===== config.mk =====
export PLATFORM = sky130hd
export DESIGN_NAME = rop_blitter
export DESIGN_NICKNAME = d
export VERILOG_FILES = /design/src/rtl/blit_pkg.sv /design/src/rtl/blit_regs.sv /design/src/rtl/blit_pix.sv /design/src/rtl/blit_seq.sv /design/src/rtl/rop_blitter.sv
export SDC_FILE = /design/constraint.sdc
export NUM_CORES = 1
export LEC_CHECK = 0
export ABC_AREA = 1
export BUFFER_PORTS_ARGS = -buffer_cell sky130_fd_sc_hd__buf_4
export CORE_MARGIN = 5
export CORE_UTILIZATION = 50
export DETAILED_ROUTE_END_ITERATION = 16
export MAX_ROUTING_LAYER = met4
export PLACE_DENSITY = 0.64
export SLEW_MARGIN = 30
export SYNTH_ARGS = -nofsm -noshare
export SYNTH_HDL_FRONTEND = slang
export SYNTH_SLANG_ARGS = --single-unit

===== constraint.sdc =====
create_clock -name clk -period 4.9 [get_ports clk]
set_input_delay 0.245 -clock clk [delete_from_list [all_inputs] [get_ports clk]]
set_output_delay 0.245 -clock clk [all_outputs]
set_load 0.01 [all_outputs]

===== src/rtl/blit_pkg.sv =====
// Package: shared constants, state type and raster-code helpers for the
// block-transfer engine. Assumes 8-bit pixels and 16-bit dimensions.
package blit_pkg;
    localparam int DIM_W   = 16;
    localparam int NCFG    = 20;  // stored configuration bytes
    localparam int RA_W    = 5;
    localparam int RG_WID  = 0;
    localparam int RG_HGT  = 2;
    localparam int RG_DPI  = 4;
    localparam int RG_SPI  = 6;
    localparam int RG_DST  = 8;
    localparam int RG_SRC  = 11;
    localparam int RG_MODE = 14;
    localparam int RG_ROP  = 15;
    localparam int RG_TCOL = 16;
    localparam int RG_TMSK = 17;
    localparam int RG_FG   = 18;
    localparam int RG_BG   = 19;
    localparam int RG_CTRL = 20;

    localparam int MB_BACK  = 0;
    localparam int MB_TRANS = 3;
    localparam int MB_PAT   = 6;
    localparam int MB_EXP   = 7;

    typedef enum logic [2:0] {ST_IDLE, ST_SRC, ST_DST, ST_WR, ST_ADV} blit_st_e;

    // Combine source and destination under a raster code; unknown codes keep D.
    function automatic logic [7:0] rop_apply(input logic [7:0] code,
                                             input logic [7:0] s,
                                             input logic [7:0] d);
        case (code)
            8'h00:   rop_apply = 8'h00;
            8'h05:   rop_apply = s & d;
            8'h06:   rop_apply = d;
            8'h09:   rop_apply = s & ~d;
            8'h0B:   rop_apply = ~d;
            8'h0D:   rop_apply = s;
            8'h0E:   rop_apply = 8'hFF;
            8'h50:   rop_apply = ~s & d;
            8'h59:   rop_apply = s ^ d;
            8'h6D:   rop_apply = s | d;
            8'h90:   rop_apply = ~(s | d);
            8'h95:   rop_apply = ~(s ^ d);
            8'hAD:   rop_apply = s | ~d;
            8'hD0:   rop_apply = ~s;
            8'hD6:   rop_apply = ~s | d;
            8'hDA:   rop_apply = ~(s & d);
            default: rop_apply = d;
        endcase
    endfunction

    // True when the raster code depends on the source byte.
    function automatic logic rop_needs_src(input logic [7:0] code);
        case (code)
            8'h05, 8'h09, 8'h0D, 8'h50, 8'h59, 8'h6D,
            8'h90, 8'h95, 8'hAD, 8'hD0, 8'hD6, 8'hDA: rop_needs_src = 1'b1;
            default:                                  rop_needs_src = 1'b0;
        endcase
    endfunction
endpackage


===== src/rtl/blit_regs.sv =====
// Register file: holds the configuration bytes and decodes the start bit.
// Assumes the sequencer reports busy; every write is dropped while busy.
module blit_regs
    import blit_pkg::*;
(
    input  logic                     clk,
    input  logic                     rst_n,
    input  logic                     cfg_we,
    input  logic [RA_W-1:0]          cfg_addr,
    input  logic [7:0]               cfg_wdata,
    input  logic                     busy,
    output logic [7:0]               cfg_rdata,
    output logic                     start,
    output logic [NCFG-1:0][7:0]     regs_q
);
    // Accept configuration writes only while idle.
    always_ff @(posedge clk) begin
        if (!rst_n) begin
            regs_q <= '0;
        end else if (cfg_we && !busy && (cfg_addr < RA_W'(NCFG))) begin
            regs_q[cfg_addr] <= cfg_wdata;
        end
    end

    // Start pulse from a control write with bit 1 set, idle only.
    assign start = cfg_we && !busy && (cfg_addr == RA_W'(RG_CTRL)) && cfg_wdata[1];

    // Readback of configuration bytes or the status byte.
    always_comb begin
        if (cfg_addr == RA_W'(RG_CTRL))
            cfg_rdata = {6'b0, busy, busy};
        else if (cfg_addr < RA_W'(NCFG))
            cfg_rdata = regs_q[cfg_addr];
        else
            cfg_rdata = 8'h00;
    end


    cfg_frozen_chk: assert property (@(posedge clk) disable iff (!rst_n)
        (busy && cfg_we) |=> $stable(regs_q));
endmodule


===== src/rtl/blit_pix.sv =====
// Pixel datapath: forms the effective source (optionally colour-expanded),
// applies the raster code and evaluates the transparency compare.
// Purely combinational; inputs are held stable by the sequencer.
module blit_pix
    import blit_pkg::*;
(
    input  logic [7:0] mode,
    input  logic [7:0] rop,
    input  logic [7:0] src_q,
    input  logic [7:0] dst_q,
    input  logic [7:0] fg,
    input  logic [7:0] bg,
    input  logic [2:0] bit_sel,
    input  logic [7:0] tcol,
    input  logic [7:0] tmask,
    output logic [7:0] result,
    output logic       skip_wr
);
    logic [7:0] s_eff;

    // Choose expanded colour or raw source, then combine and compare.
    always_comb begin
        s_eff   = mode[MB_EXP] ? (src_q[3'd7 - bit_sel] ? fg : bg) : src_q;
        result  = rop_apply(rop, s_eff, dst_q);
        skip_wr = mode[MB_TRANS] && ((result & ~tmask) == (tcol & ~tmask));
    end
endmodule


===== src/rtl/blit_seq.sv =====
// Sequencer: walks the rectangle pixel by pixel, keeps row and pixel
// pointers for both directions, tiles and expansion, and runs the
// single-outstanding memory handshake. Configuration is static while busy.
module blit_seq
    import blit_pkg::*;
#(
    parameter int ADDR_W = 24
) (
    input  logic              clk,
    input  logic              rst_n,
    input  logic              start,
    input  logic [DIM_W-1:0]  width,
    input  logic [DIM_W-1:0]  height,
    input  logic [DIM_W-1:0]  dpitch,
    input  logic [DIM_W-1:0]  spitch,
    input  logic [ADDR_W-1:0] dst_base,
    input  logic [ADDR_W-1:0] src_base,
    input  logic [7:0]        mode,
    input  logic              need_src,
    input  logic              skip_wr,
    input  logic              mem_ready,
    input  logic [7:0]        mem_rdata,
    output logic              busy,
    output logic              mem_req,
    output logic              mem_we,
    output logic [ADDR_W-1:0] mem_addr,
    output logic [7:0]        src_q,
    output logic [7:0]        dst_q,
    output logic [2:0]        bit_sel
);
    localparam int PAD = ADDR_W - DIM_W;

    blit_st_e          state;
    logic [DIM_W-1:0]  cx, cy, y_nx;
    logic [ADDR_W-1:0] d_ptr, s_ptr, row_d, row_s, row_d_nx, row_s_nx;
    logic              back, pat, expd, last_x, last;

    // Add or subtract an offset depending on traversal direction.
    function automatic logic [ADDR_W-1:0] step(input logic [ADDR_W-1:0] a,
                                               input logic [ADDR_W-1:0] n,
                                               input logic              rev);
        step = rev ? a - n : a + n;
    endfunction

    // Tile row offset: one byte per row when expanded, eight otherwise.
    function automatic logic [ADDR_W-1:0] tile_ofs(input logic [2:0] r, input logic ex);
        tile_ofs = ex ? ADDR_W'({3'b000, r}) : ADDR_W'({r, 3'b000});
    endfunction

    // Decode mode and position flags for the next-pointer logic.
    always_comb begin
        back     = mode[MB_BACK];
        pat      = mode[MB_PAT];
        expd     = mode[MB_EXP];
        last_x   = (cx == width);
        last     = last_x && (cy == height);
        y_nx     = cy + 1'b1;
        row_d_nx = step(row_d, {{PAD{1'b0}}, dpitch}, back);
        row_s_nx = step(row_s, {{PAD{1'b0}}, spitch}, back);
    end

    // Main state machine and pointer update.
    always_ff @(posedge clk) begin
        if (!rst_n) begin
            state <= ST_IDLE;
            cx    <= '0;
            cy    <= '0;
            d_ptr <= '0;
            s_ptr <= '0;
            row_d <= '0;
            row_s <= '0;
            src_q <= '0;
            dst_q <= '0;
        end else begin
            case (state)
                ST_IDLE: if (start) begin
                    cx    <= '0;
                    cy    <= '0;
                    d_ptr <= dst_base;
                    row_d <= dst_base;
                    s_ptr <= src_base;
                    row_s <= src_base;
                    state <= need_src ? ST_SRC : ST_DST;
                end
                ST_SRC: if (mem_ready) begin
                    src_q <= mem_rdata;
                    state <= ST_DST;
                end
                ST_DST: if (mem_ready) begin
                    dst_q <= mem_rdata;
                    state <= ST_WR;
                end
                ST_WR: if (skip_wr || mem_ready) state <= ST_ADV;
                ST_ADV: begin
                    if (last) begin
                        state <= ST_IDLE;
                    end else begin
                        state <= need_src ? ST_SRC : ST_DST;
                        if (last_x) begin
                            cx    <= '0;
                            cy    <= y_nx;
                            row_d <= row_d_nx;
                            d_ptr <= row_d_nx;
                            row_s <= row_s_nx;
                            s_ptr <= pat ? step(src_base, tile_ofs(y_nx[2:0], expd), back)
                                         : row_s_nx;
                        end else begin
                            cx    <= cx + 1'b1;
                            d_ptr <= step(d_ptr, ADDR_W'(1), back);
                            if (pat) begin
                                if (cx[2:0] == 3'd7)
                                    s_ptr <= step(src_base, tile_ofs(cy[2:0], expd), back);
                                else if (!expd)
                                    s_ptr <= step(s_ptr, ADDR_W'(1), back);
                            end else if (!expd || cx[2:0] == 3'd7) begin
                                s_ptr <= step(s_ptr, ADDR_W'(1), back);
                            end
                        end
                    end
                end
                default: state <= ST_IDLE;
            endcase
        end
    end

    // Memory request decode from the current state.
    always_comb begin
        busy     = (state != ST_IDLE);
        mem_req  = (state == ST_SRC) || (state == ST_DST) || ((state == ST_WR) && !skip_wr);
        mem_we   = (state == ST_WR);
        mem_addr = (state == ST_SRC) ? s_ptr : d_ptr;
        bit_sel  = cx[2:0];
    end


    req_hold_chk: assert property (@(posedge clk) disable iff (!rst_n)
        (mem_req && !mem_ready) |=> (mem_req && $stable(mem_addr) && $stable(mem_we)));

    col_range_chk: assert property (@(posedge clk) disable iff (!rst_n)
        busy |-> (cx <= width));

    row_range_chk: assert property (@(posedge clk) disable iff (!rst_n)
        busy |-> (cy <= height));
endmodule


===== src/rtl/rop_blitter.sv =====
// Top: raster-operation block transfer engine. Joins the register file,
// the sequencer and the pixel datapath. ADDR_W must lie in 17..24.
module rop_blitter
    import blit_pkg::*;
#(
    parameter int ADDR_W = 24
) (
    input  logic              clk,
    input  logic              rst_n,
    input  logic              cfg_we,
    input  logic [4:0]        cfg_addr,
    input  logic [7:0]        cfg_wdata,
    output logic [7:0]        cfg_rdata,
    output logic              mem_req,
    output logic              mem_we,
    output logic [ADDR_W-1:0] mem_addr,
    output logic [7:0]        mem_wdata,
    input  logic [7:0]        mem_rdata,
    input  logic              mem_ready
);
    logic [NCFG-1:0][7:0] regs_q;
    logic                 start, busy, skip_wr;
    logic [7:0]           src_q, dst_q;
    logic [2:0]           bit_sel;
    logic [23:0]          dst_full, src_full;

    // Assemble multi-byte address fields.
    always_comb begin
        dst_full = {regs_q[RG_DST+2], regs_q[RG_DST+1], regs_q[RG_DST]};
        src_full = {regs_q[RG_SRC+2], regs_q[RG_SRC+1], regs_q[RG_SRC]};
    end

    blit_regs u_regs (
        .clk       (clk),
        .rst_n     (rst_n),
        .cfg_we    (cfg_we),
        .cfg_addr  (cfg_addr),
        .cfg_wdata (cfg_wdata),
        .busy      (busy),
        .cfg_rdata (cfg_rdata),
        .start     (start),
        .regs_q    (regs_q)
    );

    blit_seq #(.ADDR_W(ADDR_W)) u_seq (
        .clk       (clk),
        .rst_n     (rst_n),
        .start     (start),
        .width     ({regs_q[RG_WID+1], regs_q[RG_WID]}),
        .height    ({regs_q[RG_HGT+1], regs_q[RG_HGT]}),
        .dpitch    ({regs_q[RG_DPI+1], regs_q[RG_DPI]}),
        .spitch    ({regs_q[RG_SPI+1], regs_q[RG_SPI]}),
        .dst_base  (dst_full[ADDR_W-1:0]),
        .src_base  (src_full[ADDR_W-1:0]),
        .mode      (regs_q[RG_MODE]),
        .need_src  (rop_needs_src(regs_q[RG_ROP])),
        .skip_wr   (skip_wr),
        .mem_ready (mem_ready),
        .mem_rdata (mem_rdata),
        .busy      (busy),
        .mem_req   (mem_req),
        .mem_we    (mem_we),
        .mem_addr  (mem_addr),
        .src_q     (src_q),
        .dst_q     (dst_q),
        .bit_sel   (bit_sel)
    );

    blit_pix u_pix (
        .mode    (regs_q[RG_MODE]),
        .rop     (regs_q[RG_ROP]),
        .src_q   (src_q),
        .dst_q   (dst_q),
        .fg      (regs_q[RG_FG]),
        .bg      (regs_q[RG_BG]),
        .bit_sel (bit_sel),
        .tcol    (regs_q[RG_TCOL]),
        .tmask   (regs_q[RG_TMSK]),
        .result  (mem_wdata),
        .skip_wr (skip_wr)
    );


    start_idle_chk: assert property (@(posedge clk) disable iff (!rst_n)
        $rose(busy) |-> $past(cfg_we && cfg_addr == 5'd20));

    idle_quiet_chk: assert property (@(posedge clk) disable iff (!rst_n)
        (!busy && !$past(busy)) |-> !mem_req);
endmodule


* Yosys cells after proc, flatten, opt, wreduce, memory -nomap -nowiden
Cells that the tools add are included.
** Storage, ports and cells
- Memory bits (read-only) :: 0
- Bits of input ports :: 25
- Memories :: 0
- Latch bits :: 0
- Register bits after elaboration :: 307
- Memory bits (writable) :: 0
** Operators by class
- Eq/ne operators :: 31
- $lt $le $gt $ge :: 4
- Add/subtract/negate cells :: 15
- Shifts and indexed selects :: 0
- Multipliers :: 0
- Reductions and logical operators :: 26
- Muxes and demuxes :: 55
- Divide/modulo/power cells :: 0
- Bitwise gates (word level) :: 15
** Operators by type and width (number)
- $mux 24 :: 22
- $pmux 24 s2 :: 4
- $bwmux 160 :: 1
- $pmux 8 s15 :: 1
- $mux 16 :: 5
- $pmux 16 s2 :: 2
- $add 24x1->24 const B :: 2
- $add 24x16->24 :: 2
- $add 24x24->24 :: 2
- $eq 8x8->1 const B :: 6
- $mux 8 :: 6
- $not 8->8 :: 6
- $sub 24x1->24 const B :: 2
- $sub 24x16->24 :: 2
- $sub 24x24->24 :: 2
- $and 8x8->8 :: 5
- $bmux 8 s5 :: 1
- $demux 8 s5 :: 1
- $add 16x1->16 const B :: 2
- $eq 16x16->1 :: 2
- $eq 8x4->1 const B :: 4
- $eq 8x7->1 const B :: 3
- $or 8x8->8 :: 3
- $mux 3 :: 5
- 33 further kinds :: 55

* Depth between registers and ports, before layout
Gate-level depths: netlist (run 1).
- Word-level depth :: 14
- Depth in mapped cells :: 31
- Mapped depth without buffers :: 29

* By module
From an unflattened synthesis (run 1), not the netlist that was laid out.
** Second synthesis, totals
- Cells, all modules :: 5257
- Area, all modules :: 29535.8 um^2
** By module, submodules not included
- blit_seq :: area an instance 19024.5 um^2, instances 1, cells each 3463
- blit_regs :: area an instance 7887.6 um^2, instances 1, cells each 1270
- blit_pix :: area an instance 2457.4 um^2, instances 1, cells each 481
- rop_blitter :: area an instance 166.4 um^2, instances 1, cells each 43

* Worst setup path before layout (run 1)
Ideal clock, no wire load.
- Kind :: register -> register
- From :: reg u_regs.regs_q[112] (netlist name)
- To :: reg u_seq.s_ptr[18]
- Data required time :: 4.785 ns
- Slack :: 0.677 ns
- Period minus slack after synthesis :: 4.223 ns
- Path buffers :: 2
- Arrival time :: 4.107 ns
- Stages on the path, launching flop included :: 18
- Cells stage by stage :: dfxtp_1 -> clkbuf_1 -> clkbuf_1 -> o21ai_0 -> fa_1 -> nand3_1 -> nand3_1 -> a31oi_1 -> o21ai_0 -> a21boi_0 -> o21bai_1 -> a21oi_1 -> xor2_1 -> o21ai_0 -> nand2_1 -> nand2_1 -> o21ai_0 -> inv_1
** Between the ends
- Longest elaborated chain between the ends :: 7
- Elaborated cells on any way between the ends :: 12
** Ends and longest elaborated chain
- start: declaration :: line blit_regs.sv:14 : output logic [NCFG-1:0][7:0] regs_q
- start signal: indexed assignment :: line blit_regs.sv:21 : regs_q[cfg_addr] <= cfg_wdata;
- $mux 24 :: line blit_seq.sv:42 : step = rev ? a - n : a + n;
- $mux 24 :: line blit_seq.sv:113 : else if (!expd)
- $mux 24 :: line blit_seq.sv:111 : if (cx[2:0] == 3'd7)
- $mux 24 :: line blit_seq.sv:110 : if (pat) begin
- $mux 24 * :: line blit_seq.sv:99 : if (last_x) begin
- $mux 24 * :: line blit_seq.sv:95 : if (last) begin
- $pmux 24 s2 * :: line blit_seq.sv:75 : case (state)
- end signal: assignment :: line blit_seq.sv:81 : s_ptr <= src_base;
- end signal: assignment :: line blit_seq.sv:112 : s_ptr <= step(src_base, tile_ofs(cy[2:0], expd), back);
- end signal: assignment :: line blit_seq.sv:114 : s_ptr <= step(s_ptr, ADDR_W'(1), back);
- end: declaration :: line blit_seq.sv:35 : logic [ADDR_W-1:0] d_ptr, s_ptr, row_d, row_s, row_d_nx, row_s_nx;
Every way passes the cells marked *; elsewhere a longest branch is shown, timed or not. The select of a mux whose other input is x is not followed.
A chain may end at the register's enable or synchronous reset.

* Worst setup path in the final report (run 1)
- From :: reg u_seq.cy[0]
- To :: reg u_seq.s_ptr[21]
** Between the ends
- Longest elaborated chain between the ends :: 8
- Elaborated cells on any way between the ends :: 19
** Ends and longest elaborated chain
- start: declaration :: line blit_seq.sv:34 : logic [DIM_W-1:0] cx, cy, y_nx;
- start signal: assignment :: line blit_seq.sv:101 : cy <= y_nx;
- $add 16x1->16 / $mux 6 (equally long branches) :: line blit_seq.sv:57, blit_seq.sv:47
- $mux 6, or another cell as far along :: line blit_seq.sv:47 : tile_ofs = ex ? ADDR_W'({3'b000, r}) : ADDR_W'({r, 3'b000});
- $add 24x24->24, or another cell as far along :: line blit_seq.sv:42
- $mux 24, on equally long branches :: line blit_seq.sv:42, blit_seq.sv:111
- $mux 24, on equally long branches :: line blit_seq.sv:105, blit_seq.sv:110
- $mux 24 :: line blit_seq.sv:99
- $mux 24 :: line blit_seq.sv:95
- $pmux 24 s2 :: line blit_seq.sv:75
- end signal: assignment :: line blit_seq.sv:81
- end signal: assignment :: line blit_seq.sv:105 : s_ptr <= pat ? step(src_base, tile_ofs(y_nx[2:0], expd), back)
- end signal: assignment :: line blit_seq.sv:112
Parallel ways exist; a longest one is shown, timed or not. The select of a mux whose other input is x is not followed.

==> results_dict.tcl, run 1 <==
set metrics [dict create \
    drc 0 \
    cts_buffer_depth 3 \
    critPathLaunchType "register" \
    postRouteAntennaNets 0 \
    nFillCells 4855 \
    avgViaCountPerCell 6.277 \
    cp_data_required_time_ns 5.35 \
    diodes 0 \
    gp_congestion 1.032 \
    num_rows 81 \
    grt_pass1_wl_mm 154.5 \
    register_area_sq_um 6150 \
    core_area_sq_um 48650 \
    r2r_start "u_seq.cy[0]" \
    finalHoldViolCount 0 \
    yosys.area_share.simple_pct 24.80 \
    setup_viol 0 \
    synth-compound-area-share_pct 25.82 \
    switchingPower_uw 3976 \
    worstSetupPathType "reg2reg" \
    endpoint_kind "register" \
    hold_path_class "in2reg" \
    comb_power_share_pct 38.4 \
    synth_top_family_by_area "compound AO/OA/AOI/OAI gates" \
    hold_start "mem_ready" \
    fin_setup_tns_ns 0 \
    route.final.wire_length_mm 103.9 \
    clockPowerShare_pct 31.9 \
    powerDensity_nw_per_um2 355.9 \
    seq_power_share_pct 29.6 \
    track_usage_pct 38.11 \
    cts_root_buf "clkbuf_16" \
    slew_viol_final 0 \
    path_cells "ha_1 > nand2_1 > inv_1 > nor2_1 > nand2_1 > nand3_1 > nor2_1 > ha_1 > or2_2 > ha_1 > nand2_1 > nor4_1 > nand3_1 > nand3_1 > a31o_2 > o21ai_0 > o211ai_1 > nand2_1 > a21oi_1 > a21oi_1" \
    muxShareOfSynthArea_pct 0.2299 \
    worst_slew_pin_slew_ns 0.9985 \
    syn_to_final_growth_pct 9.820 \
    synth_async_sr_flop_share_pct 0 \
    outcome "complete, no violations" \
    grt-ovfl-total 0 \
    antenna_found_initial 1 \
    die_w_um 231.3 \
    synth_adder_area_share_pct 9.585 \
    fmax_ghz 0.2174 \
    multi_input_area_sq_um 16030 \
    nNetsFinal 3985 \
    crit_fanout 8 \
    via_count 27782 \
    ys_ff_latch 307 \
    htreeDepth 2 \
    initial_core_util_pct 50.34 \
    synth_seq_area_share_pct 25.10 \
    post-route-period-util_pct 93.88 \
    stdcell_area_sq_um 26890 \
    layout_min_cycle_time_ns 4.600 \
    dr.pass1.iters 6 \
    max_stage_delay_ns 0.51 \
    arrival_ns 5.05 \
    crit_top_cell "nand2_1" \
    yosys_warnings 0 \
    cts_tree "done" \
    die_h_um 231.3 \
    worst_path_max_delay_cell "nor4_1" \
    drive_gt1_share_pct 7.413 \
    io_buffers 66 \
    synth_xor_area_share_pct 4.936 \
    die_area_sq_um 53500 \
    final_cell_mix "645 x nand2_1, 473 x o21ai_0, 430 x inv_1" \
    maxSlewHeadroom_pct 33.43 \
    skew_ns 0.03527 \
    ioPinCount 67 \
    syn_area_sq_um 24490 \
    layout_commonest_cell "nand2_1" \
    post_dp_cell_area_sq_um 25470 \
    ys.flop_type "dfxtp_1" \
    syn_nets 3987 \
    synth_cell_types 63 \
    clk_pin_slew_ns 0.06 \
    p_int_uw 5596 \
    cts_buffers 37 \
    hpwl_mm 78.77 \
    clock-sinks 307 \
    drv_cap 0 \
    sw_frac_of_total_pct 41.54 \
    synth_edf_count 0 \
    wire_per_inst_um 23.47 \
    grt_pass1_vias 25697 \
    grt_max_degree 111 \
    drt_iter0_drc 3736 \
    clk_latency_ns 0.59 \
    cp-startpoint "u_seq.cy[0]" \
    synthCells 3778 \
    hold_slack_ns 0.03754 \
    syn_area_per_cell_sq_um 6.482 \
    power.leakage_uw 0.01161 \
    worst_ir_drop_vdd_mv 0.3088 \
    rsz0062_at_grt "false" \
]
[final cells by class]
cell class | count | area share [%]
multi-input combinational | 2864 | 59.62
sequential | 307 | 22.87
inverter | 450 | 6.290
clock buffer | 48 | 3.973
timing repair buffer | 116 | 3.373
tap | 622 | 2.894
clock inverter | 19 | 0.9863
[critical path: cells and delay by family (launching register included)]
family	cells	cell delay (ns)
compound gates	5	0.67
simple gates	11	2.38
fa+ha+maj	3	0.88
flops	1	0.45
buf+inv	1	0.09
[path summary, 6_finish.rpt]
kind                           to  slack, ns  cells after the start
setup / recovery  u_seq.s_ptr[21]       0.30                     20
hold / removal     u_seq.state[1]       0.04                      4
setup reg to reg  u_seq.s_ptr[21]       0.30                     20
hold reg to reg    u_seq.row_s[0]       0.47                      2
[repair_timing]
action                                  in CTS  in global routing
endpoints found under the setup margin       0                  2
endpoints found under the hold margin       13                  0
gates resized for setup                      0                  2
hold buffers                                 8                  0
buffers inserted                             0                  0
[logic make-up after synthesis]
kind of cell	count (synthesis)
xor gates and xnor gates	138
and+or+nand+nor	1395
AOI/OAI and AO/OA	1142
DFF	307
muxes	5
buffers and inverters	607
adders and majority gates	184
[registers in the layout, indices dropped and copies added, names as in the netlist]
register,cells
u_seq.row_s,24
u_seq.src_q,8
u_seq.row_d,24
u_seq.state,3
u_seq.d_ptr,24
u_seq.cy,16
u_regs.regs_q,160
u_seq.s_ptr,24
u_seq.dst_q,8
u_seq.cx,16
[power by group through the flow]
stage	Sequential [uW]	Combinational, uW	Clock [uW]
after floorplan	2770	2410	0
after global placement	2870	3520	0
after detailed placement	2880	3550	0
after CTS	2820	3570	3060
after global routing	2840	3960	3180
final	2840	3680	3060
[stage by stage]
step / std cells / power (uW) / worst slack, ns / utilization [%]
final: 4426 / 9572 / 0.3001 / 55.28
after CTS: 4426 / 9458 / 0.3178 / 55.26
after global placement: 4351 / 6394 / 0.3684 / 52.36
after detailed placement: 4351 / 6425 / 0.3958 / 52.36
after global routing: 4426 / 9980 / 0.04101 / 55.28
after floorplan: 3778 / 5180 / 0.6773 / -
[Yosys cell counts, types with 9 or more instances]
cell type,n,area share (%)
a221oi_1,17,0.61
xor2_1,79,2.8
nand2_2,14,0.36
a31oi_1,34,0.87
buf_2,14,0.29
o211ai_1,23,0.71
nand2_1,648,9.9
a211oi_1,19,0.58
inv_2,14,0.21
nor3_1,44,0.90
inv_1,431,6.6
nand3_1,192,3.9
or2_2,24,0.61
clkbuf_1,129,2.0
nand4_1,50,1.3
ha_1,178,9.1
o21ai_1,9,0.18
dfxtp_1,307,25
a22oi_1,18,0.55
xnor2_1,59,2.1
o221ai_1,21,0.75
nor4_1,22,0.56
o21ai_0,474,9.7
nor2_2,12,0.31
a21o_1,9,0.28
o21a_1,12,0.37
a21oi_1,419,8.6
nand3b_1,14,0.43
o22ai_1,39,1.0
nor2_1,350,5.4
[routing by layer]
layer | global-route usage (%) | wire (um)
met5 | - | 0
met1 | 51.28 | 43480
met3 | 6.542 | 10880
met2 | 56.34 | 44240
met4 | 16.92 | 5286
Note: power is estimated with default switching activity, not from simulation.
==> run 2, diff against run 1 <==
==> constraint.sdc (replaced) <==
create_clock -name clk -period 4.9 [get_ports clk]
set_input_delay 0.245 -clock clk [delete_from_list [all_inputs] [get_ports clk]]
set_output_delay 0.245 -clock clk [all_outputs]
set_load 0.02 [all_outputs]
==> run 2 against run 1 <==
Combinational power is 2% higher. Hold slack gained 0.059 ns. Routed wire length decreased by 1.7%. Core utilization barely moved. Setup slack got worse by 0.021 ns. Largest cell class unchanged. Largest power group unchanged.
==> results_dict.tcl, run 2 (synthesized netlist as in run 1, its figures left out) <==
set metrics [dict create \
    cts_setup_buffers 0 \
    track_usage_pct 37.48 \
    endpoint_kind "output pin" \
    layout_commonest_cell "nand2_1" \
    post-route-period-util_pct 94.31 \
    wire_per_inst_um 23.05 \
    r2r_cells 23 \
    hold_path_class "in2reg" \
    clk_pin_slew_ns 0.06 \
    final_cell_mix "645 x nand2_1, 473 x o21ai_0, 430 x inv_1" \
    wl_met2_mm 43.81 \
    gp_congestion 1.073 \
    fin_cells 4430 \
    cp_num_buf_inv 3 \
    crit_fanout 12 \
    core_area_sq_um 48650 \
    maxSlewHeadroom_pct 35.62 \
    critPathLaunchType "register" \
    top_layer "met4" \
    cp.depth 26 \
    drv_cap 0 \
    grt-ovfl-total 0 \
    ioPinCount 67 \
    place_inst 4349 \
    cp_data_required_time_ns 4.66 \
    power.leakage_uw 0.01163 \
    grt_pass1_wl_mm 152.1 \
    io_buffers 66 \
    worst_slew_pin_slew_ns 0.9657 \
    cts_tree "done" \
    worstSetupPathType "reg2out" \
    fin_setup_tns_ns 0 \
    largest-register "u_regs.regs_q" \
    hpwl_mm 77.72 \
    grt_pass1_vias 25080 \
    drive_gt1_share_pct 7.327 \
    die_area_sq_um 53500 \
    max_stage_delay_ns 0.55 \
    fmax_ghz 0.2164 \
    die_w_um 231.3 \
    die_h_um 231.3 \
    worst_path_max_delay_cell "dfxtp_1" \
    met1_length_mm 42.45 \
    initial_core_util_pct 50.34 \
    num_rows 81 \
    syn_to_final_growth_pct 9.871 \
    worst_ir_drop_vdd_mv 0.2488 \
    clk_latency_ns 0.60 \
    clock-sinks 307 \
    drt_iter0_drc 3485 \
    hold_slack_ns 0.09668 \
    setup_viol 0 \
    crit_top_cell "nand2_1" \
    cts_buffers 40 \
    rsz0062_at_grt "false" \
    grt_max_degree 155 \
    route.final.wire_length_mm 102.1 \
    nNetsFinal 3987 \
    largest_reg_flops 160 \
    dr.pass1.iters 6 \
    worst_slack_ns 0.2790 \
    fin_util_pct 55.31 \
    cp_top_family "simple AND/OR/NAND/NOR gates" \
    cts_buffer_depth 3 \
    slew_viol_final 0 \
    drc 0 \
    layout_min_cycle_time_ns 4.621 \
    finalHoldViolCount 0 \
    outcome "complete, no violations" \
    arrival_ns 4.38 \
    diodes 0 \
    htreeDepth 2 \
    cts_root_buf "clkbuf_16" \
    met3_length_mm 10.82 \
    dpl_worst_slack_ns 0.4542 \
    skew_ns 0.03542 \
    antenna_found_initial 0 \
    via_count 27379 \
    postRouteAntennaNets 0 \
    hold_depth 3 \
    powerDensity_nw_per_um2 359.2 \
    avgViaCountPerCell 6.180 \
]
## run 2: cell types whose count changed in the layout (fill, tap and decap cells not counted), sizes merged
cell         previous run  this run
clkbuf                 48        57
clkinv                 14        17
inv                   447       446
dlygate4sd3             8         9
bufinv                  5         3
buf                   108       105
clkinvlp                3         0
## run 2: final timing paths
| kind | end | start | slack [ns] |
|---|---|---|---|
| max | mem_req | u_seq.cx[0] | 0.28 |
| min | u_regs.regs_q[0] | cfg_wdata[0] | 0.1 |
| max reg2reg | u_seq.s_ptr[20] | u_seq.cy[0] | 0.45 |
| min reg2reg | u_regs.regs_q[113] | u_regs.regs_q[113] | 0.46 |
## run 2: final cells by class
type | count | area, sq um
inverter | 450 | 1692
fill | 4845 | 21740
sequential | 307 | 6150
multi-input combinational | 2864 | 16030
clock buffer | 56 | 1141
timing repair buffer | 115 | 892.1
clock inverter | 16 | 220.2
tap | 622 | 778.2
## run 2: where the power goes
group	internal (uW)	switching, uW
Combinational	1130	2620
Clock	1800	1270
Sequential	2650	194
## run 2: worst min-delay path, cell delays in order
cell and delay (ns):
buf_4 0.21, nor2_1 0.13, nor2_1 0.05
## run 2: per-layer routing
metal | vias up | GRT usage (%)
li1 | 12859 | -
met1 | 12748 | 50.08
met2 | 1498 | 56.17
met3 | 274 | 7.179
met4 | 0 | 14.86
met5 | - | -
## run 2: through the flow
step / cell area [sq um] / power (uW)
4_1_cts: 26890 / 9544
5_1_grt: 26910 / 10090
2_1_floorplan: 24490 / 5228
6_report: 26910 / 9663
3_5_place_dp: 25440 / 6487
3_3_place_gp: 25440 / 6456
## run 2: what timing repair did
action | 4_1_cts | 5_1_grt
hold buffers | 9 | 0
hold endpoints to repair | 14 | 0
endpoints found under the setup margin | 0 | 2
gates resized for setup | 0 | 2
